===== src/rtl/bus_unstick_pkg.sv =====
package bus_unstick_pkg;

   typedef enum logic [2:0] {
      US_IDLE   = 3'd0,
      US_CHECK  = 3'd1,
      US_HIGH   = 3'd2,
      US_LOW    = 3'd3,
      US_SETTLE = 3'd4,
      US_DONE   = 3'd5
   } us_state_t;

endpackage


===== src/rtl/unstick_sync.sv =====
module unstick_sync #(
   parameter int STAGES = 2
) (
   input  logic clk,
   input  logic rst_n,
   input  logic d,
   output logic q
);

   generate
      if (STAGES < 0) begin : g_bad
         $error("unstick_sync: STAGES must be >= 0");
      end
      if (STAGES == 0) begin : g_bypass
         assign q = d;
      end else begin : g_chain
         logic [STAGES:0] r;
         assign r[0] = d;
         for (genvar i = 0; i < STAGES; i++) begin : g_stage
            always_ff @(posedge clk or negedge rst_n) begin
               if (!rst_n) r[i+1] <= 1'b1;
               else        r[i+1] <= r[i];
            end
         end
         assign q = r[STAGES];
      end
   endgenerate

endmodule


===== src/rtl/unstick_timer.sv =====
module unstick_timer #(
   parameter int W = 17
) (
   input  logic         clk,
   input  logic         rst_n,
   input  logic         load,
   input  logic [W-1:0] load_val,
   output logic         zero
);

   logic [W-1:0] cnt_q;

   always_ff @(posedge clk or negedge rst_n) begin
      if (!rst_n)             cnt_q <= '0;
      else if (load)          cnt_q <= load_val;
      else if (cnt_q != '0)   cnt_q <= cnt_q - 1'b1;
   end

   assign zero = (cnt_q == '0);

endmodule


===== src/rtl/unstick_pulse_cnt.sv =====
module unstick_pulse_cnt #(
   parameter int N = 9
) (
   input  logic clk,
   input  logic rst_n,
   input  logic clr,
   input  logic inc,
   output logic last
);

   localparam int PCW = (N < 2) ? 1 : $clog2(N);
   localparam logic [PCW-1:0] LAST_IDX = PCW'(N - 1);

   logic [PCW-1:0] cnt_q;

   always_ff @(posedge clk or negedge rst_n) begin
      if (!rst_n)   cnt_q <= '0;
      else if (clr) cnt_q <= '0;
      else if (inc) cnt_q <= cnt_q + 1'b1;
   end

   assign last = (cnt_q == LAST_IDX);

endmodule


===== src/rtl/bus_unstick.sv =====
module bus_unstick
   import bus_unstick_pkg::*;
#(
   parameter int CNT_W       = 16,
   parameter int PULSE_COUNT = 9,
   parameter int SYNC_STAGES = 2
) (
   input  logic             clk,
   input  logic             rst_n,
   input  logic             start_i,
   input  logic [CNT_W-1:0] half_period_i,
   output logic             scl_drive_low_o,
   output logic             sda_drive_low_o,
   input  logic             sda_i,
   output logic             busy_o,
   output logic             done_o,
   output logic             err_o
);

   localparam int TW = CNT_W + 1;

   generate
      if (CNT_W < 1) begin : g_bad_w
         $error("bus_unstick: CNT_W must be >= 1");
      end
      if (PULSE_COUNT < 1) begin : g_bad_n
         $error("bus_unstick: PULSE_COUNT must be >= 1");
      end
      if (SYNC_STAGES < 0 || SYNC_STAGES > 4) begin : g_bad_s
         $error("bus_unstick: SYNC_STAGES must be 0..4");
      end
   endgenerate

   us_state_t        st_q, st_n;
   logic [CNT_W-1:0] hp_q;
   logic             err_q, err_n;
   logic             scl_low_q;
   logic             sda_s;
   logic             tmr_ld, tmr_zero;
   logic [TW-1:0]    tmr_val;
   logic             cnt_clr, cnt_inc, cnt_last;
   logic             hp_ld;
   logic [TW-1:0]    hp_m1, settle_val;

   unstick_sync #(.STAGES(SYNC_STAGES)) u_sync (
      .clk   (clk),
      .rst_n (rst_n),
      .d     (sda_i),
      .q     (sda_s)
   );

   unstick_timer #(.W(TW)) u_tmr (
      .clk      (clk),
      .rst_n    (rst_n),
      .load     (tmr_ld),
      .load_val (tmr_val),
      .zero     (tmr_zero)
   );

   unstick_pulse_cnt #(.N(PULSE_COUNT)) u_cnt (
      .clk   (clk),
      .rst_n (rst_n),
      .clr   (cnt_clr),
      .inc   (cnt_inc),
      .last  (cnt_last)
   );

   assign hp_m1      = TW'(hp_q) - 1'b1;
   assign settle_val = hp_m1 + TW'(SYNC_STAGES);

   always_comb begin
      st_n    = st_q;
      tmr_ld  = 1'b0;
      tmr_val = '0;
      cnt_clr = 1'b0;
      cnt_inc = 1'b0;
      hp_ld   = 1'b0;
      err_n   = err_q;
      unique case (st_q)
         US_IDLE: begin
            if (start_i) begin
               st_n    = US_CHECK;
               tmr_ld  = 1'b1;
               tmr_val = TW'(SYNC_STAGES);
               cnt_clr = 1'b1;
               hp_ld   = 1'b1;
               err_n   = 1'b0;
            end
         end
         US_CHECK: begin
            if (tmr_zero) begin
               if (sda_s) begin
                  st_n = US_DONE;
               end else begin
                  st_n    = US_HIGH;
                  tmr_ld  = 1'b1;
                  tmr_val = hp_m1;
               end
            end
         end
         US_HIGH: begin
            if (tmr_zero) begin
               st_n    = US_LOW;
               tmr_ld  = 1'b1;
               tmr_val = hp_m1;
            end
         end
         US_LOW: begin
            if (tmr_zero) begin
               cnt_inc = 1'b1;
               tmr_ld  = 1'b1;
               if (cnt_last) begin
                  st_n    = US_SETTLE;
                  tmr_val = settle_val;
               end else begin
                  st_n    = US_HIGH;
                  tmr_val = hp_m1;
               end
            end
         end
         US_SETTLE: begin
            if (tmr_zero) begin
               st_n  = US_DONE;
               err_n = ~sda_s;
            end
         end
         US_DONE: begin
            st_n = US_IDLE;
         end
         default: begin
            st_n = US_IDLE;
         end
      endcase
   end

   always_ff @(posedge clk or negedge rst_n) begin
      if (!rst_n) begin
         st_q      <= US_IDLE;
         hp_q      <= CNT_W'(1);
         err_q     <= 1'b0;
         scl_low_q <= 1'b0;
      end else begin
         st_q      <= st_n;
         err_q     <= err_n;
         scl_low_q <= (st_n == US_LOW);
         if (hp_ld) hp_q <= (half_period_i == '0) ? CNT_W'(1) : half_period_i;
      end
   end

   assign scl_drive_low_o = scl_low_q;
   assign sda_drive_low_o = 1'b0;
   assign busy_o          = (st_q != US_IDLE);
   assign done_o          = (st_q == US_DONE);
   assign err_o           = err_q;

endmodule


===== config.mk =====
export PLATFORM = sky130hd
export DESIGN_NAME = bus_unstick
export DESIGN_NICKNAME = d
export VERILOG_FILES = /design/src/rtl/bus_unstick_pkg.sv /design/src/rtl/unstick_sync.sv /design/src/rtl/unstick_timer.sv /design/src/rtl/unstick_pulse_cnt.sv /design/src/rtl/bus_unstick.sv
export SDC_FILE = /design/constraint.sdc
export NUM_CORES = 1
export LEC_CHECK = 0
export ABC_AREA = 1
export CAP_MARGIN = 40
export CORE_UTILIZATION = 50
export DETAILED_ROUTE_END_ITERATION = 8
export DONT_BUFFER_PORTS = 1
export GPL_TIMING_DRIVEN = 0
export HOLD_SLACK_MARGIN = 0.06
export PLACE_DENSITY = 0.69
export REMOVE_ABC_BUFFERS = 1
export SETUP_SLACK_MARGIN = 0.15
export SYNTH_ARGS = -nofsm -noshare
export SYNTH_HDL_FRONTEND = slang
export SYNTH_SLANG_ARGS = --single-unit

===== constraint.sdc =====
create_clock -name clk -period 3.7 [get_ports clk]
set_input_delay 0 -clock clk [delete_from_list [all_inputs] [get_ports clk]]
set_output_delay 0 -clock clk [all_outputs]
set_load 0.01 [all_outputs]

* After elaboration in Yosys (flattened, before gate mapping) *
Index checks and enable logic that the tools add are counted.

operators by class
  add/sub/neg operators = 4
  $mul = 0
  divide/modulo/power cells = 0
  $lt $le $gt $ge = 0
  equal/unequal tests = 9
  shifts and indexed selects = 0
  mux-type cells = 30
  bitwise operators = 1
  reductions and logical operators = 10

operators by type and width
  cell                   count
  $mux 17                7
  $pmux 17 s4            1
  $mux 3                 7
  $add 17x2->17 const B  1
  $logic_not 17->1       1
  $reduce_bool 17->1     1
  $sub 16x1->17 const B  1
  $sub 17x1->17 const B  1
  $logic_not 16->1       1
  $mux 16                1
  $pmux 3 s5             1
  $eq 3x2->1 const B     3
  $mux 1                 8
  $mux 4                 2
  $eq 3x3->1 const B     2
  $reduce_bool 2->1      3
  $add 4x1->4 const B    1
  $eq 4x4->1 const B     1
  $ne 2x2->1 const B     2
  $eq 3x1->1 const B     1
  $logic_not 3->1        1
  $pmux 1 s3             1
  $reduce_and 3->1       1
  $reduce_bool 3->1      1
  4 further kinds        4

storage, ports and cells
  register bits = 44
  bits in latches = 0
  memory bits (writable) = 0
  ROM bits = 0
  bits of input ports = 20
  output and inout bits = 5
  word-level logic and storage cells = 62
  memories kept = 0

* Logic depth before layout (Yosys ltp) *
Gate-level depths: netlist of run 1.

  depth after elaboration = 6
  gate-level depth with buffers = 18
  depth with buffers taken out = 18

* By module *
Synthesis of run 1 repeated with hierarchy kept, for this count alone.

unflattened totals
  cells, all modules = 537
  area, all modules = 3494.6 um^2

by module, submodules not included
  module             times used  cells each  area each (um^2)  sequential area each (um^2)
  bus_unstick        1           337         2035.7            526.8
  unstick_timer      1           170         1181.1            425.4
  unstick_pulse_cnt  1           28          225.2             100.1
  unstick_sync       1           2           52.6              52.6

* Worst setup path before layout of run 1 *
OpenSTA, ideal clock, no wires.

  kind = flip-flop to flip-flop
  from = reg hp_q[0]
  to = reg u_tmr.cnt_q[11]
  arrival time = 2.125 ns
  data required time = 3.572 ns
  setup slack = 1.446 ns
  stages on the path, launching flop included = 18
  clock period less this slack = 2.254 ns
  path through = dfstp_2 -> inv_1 -> ha_1 -> nor2_1 -> nor2_1 -> inv_1 -> ha_1 -> inv_1 -> nor2_1 -> nand2_1 -> nor2_1 -> nand2_1 -> nor2_2 -> nand2_1 -> nand3_1 -> nand2_1 -> nand2_1 -> nor2_1

on the way
  cells in the longest elaborated chain, start to end = 6

RTL lines
  what                    line                 source
  start, declared         bus_unstick.sv:35    logic [CNT_W-1:0] hp_q;
  start signal, assigned  bus_unstick.sv:146   if (hp_ld) hp_q <= (half_period_i == '0) ? CNT_W'(1) : half_period_i;
  $sub 16x1->17 *         bus_unstick.sv:68    assign hp_m1 = TW'(hp_q) - 1'b1;
  $add 17x2->17           bus_unstick.sv:69    assign settle_val = hp_m1 + TW'(SYNC_STAGES);
  $mux 17                 bus_unstick.sv:112   if (cnt_last) begin
  $mux 17                 bus_unstick.sv:109   if (tmr_zero) begin
  $pmux 17 s4 *           bus_unstick.sv:79    unique case (st_q)
  $mux 17 *               unstick_timer.sv:15  else if (load) cnt_q <= load_val;
  end signal, assigned    unstick_timer.sv:15
  end signal, assigned    unstick_timer.sv:16  else if (cnt_q != '0) cnt_q <= cnt_q - 1'b1;
  end, declared           unstick_timer.sv:11  logic [W-1:0] cnt_q;

Mark *: on every way between the ends. The rest lies on a longest branch, timed or not.
A chain may end at the register's enable or synchronous reset.

* Worst setup path after layout of run 1 *
  from = reg u_tmr.cnt_q[0]
  to = reg u_tmr.cnt_q[7]

on the way
  cells in the longest elaborated chain, start to end = 4

RTL lines
  what
  parallel branches: the longest is 4 deep, another holds $sub 17x1->17

Parallel ways; which one is timed is not known. The select of a mux whose other input is x is not followed.

==> results.sh, run 1 <==
export IMPL_worst_setup_path_start_kind="flop"
export IMPL_drive_gt1_share_pct=9.74
export IMPL_filler_cell_count=590
export IMPL_synth_warnings=0
export IMPL_end_of_the_worst_register_to_register_path="u_tmr.cnt_q[7]"
export IMPL_cts_root_buffer_cell="sky130_fd_sc_hd__clkbuf_8"
export IMPL_worstSetupPathType="reg -> reg"
export IMPL_xor_xnor_share_of_the_synthesized_area_pct=4.80
export IMPL_grt_pass1_wl_um=12500
export IMPL_die_height_um=82.4
export IMPL_hp_class="in -> async"
export IMPL_drt_wl_total_um=7140
export IMPL_multiInputGateArea_um2=1790
export IMPL_cts_buffer_depth=2
export IMPL_synth_fa_ha_area_share_pct=1.93
export IMPL_fin_ws_ns=0.913
export IMPL_synth_area_um2=3240
export IMPL_cts_sinks=44
export IMPL_layout_nets=517
export IMPL_seqCellArea_um2=1100
export IMPL_cp_endpoint="u_tmr.cnt_q[7]"
export IMPL_clk_pin_slew_worst_paths_ns=0.09
export IMPL_detail_route_drc_violations=0
export IMPL_postcts_setup_bufs=0
export IMPL_avg_cell_area_syn_um2=6.84
export IMPL_number_of_hold_violations_in_the_final_report=0
export IMPL_post_synth_main_area_contributors="sky130_fd_sc_hd__dfrtp_1, sky130_fd_sc_hd__nand2_1, sky130_fd_sc_hd__inv_1, sky130_fd_sc_hd__nor2_1, sky130_fd_sc_hd__nand3_1"
export IMPL_maxCapViolations=0
export IMPL_slew_headroom_pct=45.8
export IMPL_gr_usage_all_layers_pct=24.4
export IMPL_synth_compound_area_share_pct=13.8
export IMPL_unrepaired_setup_endpoints_after_global_routing="false"
export IMPL_port_buffers=0
export IMPL_post_synth_inst_count=473
export IMPL_clock_insertion_delay_worst_skew_ns=0.31
export IMPL_pre_cts_slack_ns=0.914
export IMPL_max_slew_worst_pin_slew_ns=0.812
export IMPL_post_synth_top_area_fraction_pct=31.7
export IMPL_async_flop_share_pct=100
export IMPL_mostFrequentLayoutCell="sky130_fd_sc_hd__nand2_1"
export IMPL_run_status="finished, final reports clean"
export IMPL_cp_arrival_ns=2.96
export IMPL_seq_area_frac_synth_pct=34.1
export IMPL_antenna_cells_inserted=0
export IMPL_grt_max_degree=45
export IMPL_p_leak_uw=0.00165
export IMPL_layout_core_utilization_pct=59.3
export IMPL_fin_worst_skew_ns=0.00973
export IMPL_cts_max_level=2
export IMPL_placementRows=28
export IMPL_firstDrtPassIters=4
export IMPL_io_pin_count=25
export IMPL_rr_worst_depth=11
export IMPL_initialDrtViolationCount=177
export IMPL_totalNegativeSetupSlack_ns=0
export IMPL_ir_drop_mv=0.144
export IMPL_period_needed_ns=2.79
export IMPL_initial_utilization_pct=53.1
export IMPL_die_x_um=82.4
export IMPL_synth_top_family_by_area="simple AND/OR/NAND/NOR gates"
export IMPL_core_um2=6100
export IMPL_clock_fmax_mhz=359
export IMPL_worst_r2r_startpoint="u_tmr.cnt_q[0]"
export IMPL_synth_flop_cell="sky130_fd_sc_hd__dfrtp_1"
export IMPL_fin_crit_share_pct=75.3
export IMPL_synth_edf_count=0
export IMPL_first_global_vias=2836
export IMPL_fp_dieArea_um2=6800
export IMPL_netlist_cell_type_count=42
export IMPL_crit_start="u_tmr.cnt_q[0]"
export IMPL_path_max_fanout=17
export IMPL_area_growth_syn_to_layout_pct=11.8
export IMPL_timing_reg2reg_setup_slack_ns=0.91
export IMPL_number_of_antenna_violations_at_the_first_check_in_global_routing=0
export IMPL_synthesized_area_fraction_occupied_by_and_or_nand_nor_cells_pct=34.7
export IMPL_setup_viol=0
export IMPL_slew_violations=0
export IMPL_layout_common_cells="sky130_fd_sc_hd__nand2_1, sky130_fd_sc_hd__inv_1, sky130_fd_sc_hd__nor2_1, sky130_fd_sc_hd__dfrtp_1, sky130_fd_sc_hd__nand3_1"
export IMPL_grt_overflow_total=0
export IMPL_post_synth_mux_area_share_pct=0
export IMPL_num_vias=2967
export IMPL_drtAntennaViolNets=0
export IMPL_largest_area_contributor_in_the_synthesized_netlist="sky130_fd_sc_hd__dfrtp_1"
export IMPL_power_density_nw_per_um2=254
export IMPL_crit_path_end_kind="flop"
export IMPL_dpl_hpwl_um=5280
export IMPL_avgViaCountPerCell=5.22
export IMPL_synth_seq_cells=44
export IMPL_place_congestion=0.792
export IMPL_detailed_route_wire_length_per_cell_um=12.6
export IMPL_num_cts_buffers=5
export IMPL_timing_critical_path_required_ns=3.87
export IMPL_tritoncts="built"
[worst min-delay path by stage]
stage | from | endpoint | slack [ns]
after floorplan | rst_n | err_o | -0.30
after global placement | rst_n | scl_drive_low_o | -0.29
after detailed placement | rst_n | scl_drive_low_o | -0.29
final | rst_n | scl_drive_low_o | 0.18
after CTS | rst_n | scl_drive_low_o | 0.18
after global routing | rst_n | st_q[1] | 0.20
[flip-flops by register name, indices dropped and copies added, names as in the netlist]
register / flops
err_o: 1
hp_q: 16
scl_drive_low_o: 1
st_q: 3
u_cnt.cnt_q: 4
u_sync.g_chain.r: 1
u_sync.q: 1
u_tmr.cnt_q: 17
[cells by family after synthesis]
logic type / Yosys count
xor gates and xnor gates: 16
DFF: 44
other: 1
buffers and inverters: 82
and+or+nand+nor: 250
adders and majority gates: 5
AOI/OAI and AO/OA: 75
[critical path, cell delays in order (launching register included)]
cell and delay [ns]:
sky130_fd_sc_hd__dfrtp_1 0.37, sky130_fd_sc_hd__inv_1 0.10, sky130_fd_sc_hd__ha_1 0.21, sky130_fd_sc_hd__nand2_1 0.09, sky130_fd_sc_hd__nor2_1 0.19, sky130_fd_sc_hd__nand3_1 0.11, sky130_fd_sc_hd__inv_1 0.10, sky130_fd_sc_hd__nand3_1 0.07
sky130_fd_sc_hd__nand3_1 0.50, sky130_fd_sc_hd__inv_1 0.46, sky130_fd_sc_hd__o211ai_1 0.27, sky130_fd_sc_hd__o221ai_1 0.16
[metal layers]
metal	wire length [um]	vias up	global-route usage, %
li1	-	1555	-
met1	3400	1353	30.6
met2	3390	51	41.9
met3	260	8	4.73
met4	87	0	7.89
met5	0	-	0
[synthesized netlist by cell type (2+ instances only)]
| cell type | instances |
|---|---|
| sky130_fd_sc_hd__a21oi_1 | 19 |
| sky130_fd_sc_hd__a21oi_2 | 9 |
| sky130_fd_sc_hd__a31oi_1 | 3 |
| sky130_fd_sc_hd__clkbuf_1 | 5 |
| sky130_fd_sc_hd__dfrtp_1 | 41 |
| sky130_fd_sc_hd__dfstp_2 | 3 |
| sky130_fd_sc_hd__ha_1 | 5 |
| sky130_fd_sc_hd__inv_1 | 68 |
| sky130_fd_sc_hd__inv_2 | 4 |
| sky130_fd_sc_hd__nand2_1 | 113 |
| sky130_fd_sc_hd__nand2_2 | 3 |
| sky130_fd_sc_hd__nand2_4 | 2 |
| sky130_fd_sc_hd__nand3_1 | 40 |
| sky130_fd_sc_hd__nand3_2 | 2 |
| sky130_fd_sc_hd__nand4_1 | 6 |
| sky130_fd_sc_hd__nor2_1 | 61 |
| sky130_fd_sc_hd__nor2_2 | 7 |
| sky130_fd_sc_hd__nor2_4 | 2 |
| sky130_fd_sc_hd__nor3_1 | 6 |
| sky130_fd_sc_hd__nor4_1 | 5 |
| sky130_fd_sc_hd__o211ai_1 | 4 |
| sky130_fd_sc_hd__o21ai_0 | 31 |
| sky130_fd_sc_hd__o21ai_1 | 2 |
| sky130_fd_sc_hd__xnor2_1 | 3 |
| sky130_fd_sc_hd__xor2_1 | 11 |
| sky130_fd_sc_hd__xor2_2 | 2 |
[area by class of cell]
| type | count | share of cell area (%) |
|---|---|---|
| sequential | 44 | 30.6 |
| inverter | 73 | 7.61 |
| timing repair buffer | 21 | 6.30 |
| tap | 75 | 2.60 |
| clock buffer | 6 | 2.28 |
| clock inverter | 2 | 1.07 |
| multi-input combinational | 347 | 49.6 |
[per-stage QoR]
step / cells / power [uW] / area [um2] / hold slack (ns)
floorplan: 464 / 494 / 3170 / -0.296
global placement: 539 / 495 / 3270 / -0.294
detailed placement: 539 / 495 / 3270 / -0.294
CTS: 568 / 927 / 3620 / 0.181
global route: 568 / 945 / 3620 / 0.199
finish: 568 / 919 / 3620 / 0.177
[where the power goes]
group | leakage (uW) | switching, uW | internal [uW]
logic | 0.00114 | 16.3 | 17.2
registers | 0.000448 | 0.550 | 482
clock network | 0.0000614 | 182 | 221
[timing repair]
action | CTS | global route
resized for setup | 0 | 0
hold buffers | 21 | 0
endpoints found under the hold margin | 63 | 0
No activity file was read; power rests on OpenSTA's default activity.
==> run 2, diff against run 1 <==
clock period = 2.85 ns   (was 3.7 ns; I/O delays follow)
==> run 2 against run 1 <==
Effect of this change: setup slack worse by 0.57 ns; critical endpoint is now u_tmr.cnt_q[11]; register-to-register slack worse by 0.57 ns; wire length rose by 2.4%.
==> results.sh, run 2 (synthesis results as in run 1) <==
export IMPL_run_status="finished, final reports clean"
export IMPL_period_needed_ns=2.51
export IMPL_dr_wl_met2_um=3520
export IMPL_detail_route_drc_violations=0
export IMPL_power_share_switching_pct=21.5
export IMPL_clk_pin_slew_worst_paths_ns=0.09
export IMPL_grt_max_degree=45
export IMPL_hp_class="in -> async"
export IMPL_dpl_hpwl_um=5280
export IMPL_unrepaired_setup_endpoints_after_global_routing="false"
export IMPL_area_growth_syn_to_layout_pct=14.0
export IMPL_layout_core_utilization_pct=60.5
export IMPL_drtAntennaViolNets=0
export IMPL_maxCapViolations=0
export IMPL_largest_register="u_tmr.cnt_q"
export IMPL_largest_regs="u_tmr.cnt_q (17), hp_q (16), u_cnt.cnt_q (4)"
export IMPL_drive_gt1_share_pct=12.6
export IMPL_power_internal_uw=936
export IMPL_tritoncts="built"
export IMPL_share_comb_of_total_power_pct=3.7
export IMPL_layout_nets=523
export IMPL_number_of_antenna_violations_at_the_first_check_in_global_routing=0
export IMPL_finalInstanceArea_um2=3690
export IMPL_dpl_cell_area_um2=3270
export IMPL_die_x_um=82.4
export IMPL_number_of_hold_violations_in_the_final_report=0
export IMPL_netSwitchingPower_uw=256
export IMPL_initial_utilization_pct=53.1
export IMPL_slew_headroom_pct=45.4
export IMPL_seq_power_share_pct=52.6
export IMPL_timing_critical_path_required_ns=3.03
export IMPL_firstDrtPassIters=5
export IMPL_clock_insertion_delay_worst_skew_ns=0.30
export IMPL_detailroute_wirelength_met3_um=224
export IMPL_largest_reg_flops=17
export IMPL_initialDrtViolationCount=150
export IMPL_uppermost_layer_routed="met4"
export IMPL_fp_dieArea_um2=6800
export IMPL_setup_viol=0
export IMPL_clock_fmax_mhz=398
export IMPL_io_pin_count=25
export IMPL_mostFrequentLayoutCell="sky130_fd_sc_hd__nand2_1"
export IMPL_die_height_um=82.4
export IMPL_max_slew_worst_pin_slew_ns=0.818
export IMPL_fin_worst_skew_ns=0.0102
export IMPL_gr_usage_all_layers_pct=24.4
export IMPL_filler_cell_count=584
export IMPL_cts_root_buffer_cell="sky130_fd_sc_hd__clkbuf_8"
export IMPL_wl_met1_um=3480
export IMPL_placementRows=28
export IMPL_path_max_fanout=5
export IMPL_cts_sinks=44
export IMPL_place_congestion=0.792
export IMPL_grt_overflow_total=0
export IMPL_port_buffers=0
export IMPL_drt_wl_total_um=7310
export IMPL_power_density_nw_per_um2=323
export IMPL_detailed_route_wire_length_per_cell_um=12.7
export IMPL_cts_buffer_depth=2
export IMPL_clockPowerShare_pct=43.7
export IMPL_antenna_cells_inserted=0
export IMPL_rr_worst_depth=17
export IMPL_first_global_vias=2836
export IMPL_timing_hold_ws_ns=0.183
export IMPL_p_leak_uw=0.00168
export IMPL_worstSetupPathType="reg -> reg"
export IMPL_slew_violations=0
export IMPL_worst_setup_path_start_kind="flop"
export IMPL_num_vias=2981
export IMPL_cp_arrival_ns=2.69
export IMPL_fin_crit_share_pct=88.1
export IMPL_cts_max_level=2
export IMPL_ir_drop_mv=0.186
export IMPL_avgViaCountPerCell=5.19
export IMPL_grt_pass1_wl_um=12600
export IMPL_totalNegativeSetupSlack_ns=0
export IMPL_core_um2=6100
export IMPL_crit_path_end_kind="flop"
export IMPL_layout_common_cells="sky130_fd_sc_hd__nand2_1, sky130_fd_sc_hd__inv_1, sky130_fd_sc_hd__nor2_1, sky130_fd_sc_hd__dfrtp_1, sky130_fd_sc_hd__nand3_1"
export IMPL_num_cts_buffers=5
## run 2: changes by cell type in the layout (fill, tap and decap cells not counted), sizes merged
cell and delta:
buf +7, inv -2, clkinvlp +2, dlygate4sd3 -1
## run 2: critical path: stages (launching register included)
cell,delay [ns]
sky130_fd_sc_hd__dfstp_2,0.58
sky130_fd_sc_hd__clkinvlp_4,0.13
sky130_fd_sc_hd__ha_2,0.23
sky130_fd_sc_hd__nor2_1,0.13
sky130_fd_sc_hd__nor2_1,0.08
sky130_fd_sc_hd__inv_1,0.09
sky130_fd_sc_hd__ha_1,0.15
sky130_fd_sc_hd__inv_1,0.04
sky130_fd_sc_hd__nor2_2,0.16
sky130_fd_sc_hd__nand2_1,0.12
sky130_fd_sc_hd__nor2_4,0.15
sky130_fd_sc_hd__nand2_2,0.10
sky130_fd_sc_hd__nor2_2,0.13
sky130_fd_sc_hd__nand2_1,0.06
sky130_fd_sc_hd__nand3_1,0.07
sky130_fd_sc_hd__nand2_1,0.06
sky130_fd_sc_hd__nand2_1,0.06
sky130_fd_sc_hd__nor2_1,0.04
## run 2: path summary, 6_finish.rpt
kind	to	slack (ns)	start
worst max-delay path	u_tmr.cnt_q[11]	0.34	hp_q[0]
worst min-delay path	u_tmr.cnt_q[0]	0.18	rst_n
worst max register to register	u_tmr.cnt_q[11]	0.34	hp_q[0]
worst min register to register	u_sync.q	0.36	u_sync.g_chain.r[1]
max in group asynchronous	u_sync.g_chain.r[1]	2.41	rst_n
min in group clk	u_sync.g_chain.r[1]	0.24	sda_i
## run 2: cell type report
cell class	instances	area (um2)	area share, %
Clock inverter	2	38.8	1.05
Tap cell	75	93.8	2.54
Inverter	73	283	7.67
Clock buffer	6	82.6	2.24
Sequential cell	44	1100	30.0
Multi-Input combinational cell	347	1820	49.2
Timing Repair Buffer	27	270	7.33
## run 2: per-layer routing
| metal | GRT usage (%) | vias to the layer above |
|---|---|---|
| met5 | 0 | - |
| met2 | 42.3 | 51 |
| met1 | 30.4 | 1357 |
| li1 | - | 1565 |
| met3 | 4.73 | 8 |
| met4 | 7.89 | 0 |
## run 2: power by group through the flow
stage                     clock, uW  sequential, uW  combinational, uW
after CTS                       533             627               43.8
after global placement            0             639               2.71
final                           521             627               43.5
after detailed placement          0             640               2.73
after floorplan                   0             639               2.29
after global routing            551             627               48.7
## run 2: per-stage QoR
stage | worst slack (ns) | std cells | power (uW)
floorplan | 0.589 | 464 | 642
global placement | 0.0958 | 539 | 642
detailed placement | 0.0645 | 539 | 642
CTS | 0.240 | 567 | 1200
global route | 0.0707 | 574 | 1230
finish | 0.338 | 574 | 1190
## run 2: repair_timing
| action | 4_1_cts | 5_1_grt |
|---|---|---|
| buffers inserted | 0 | 7 |
| hold buffers | 20 | 0 |
| setup endpoints to repair | 4 | 6 |
| cloned | 0 | 0 |
| pin swaps | 0 | 0 |
| gates resized for setup | 1 | 9 |
| endpoints found under the hold margin | 63 | 0 |
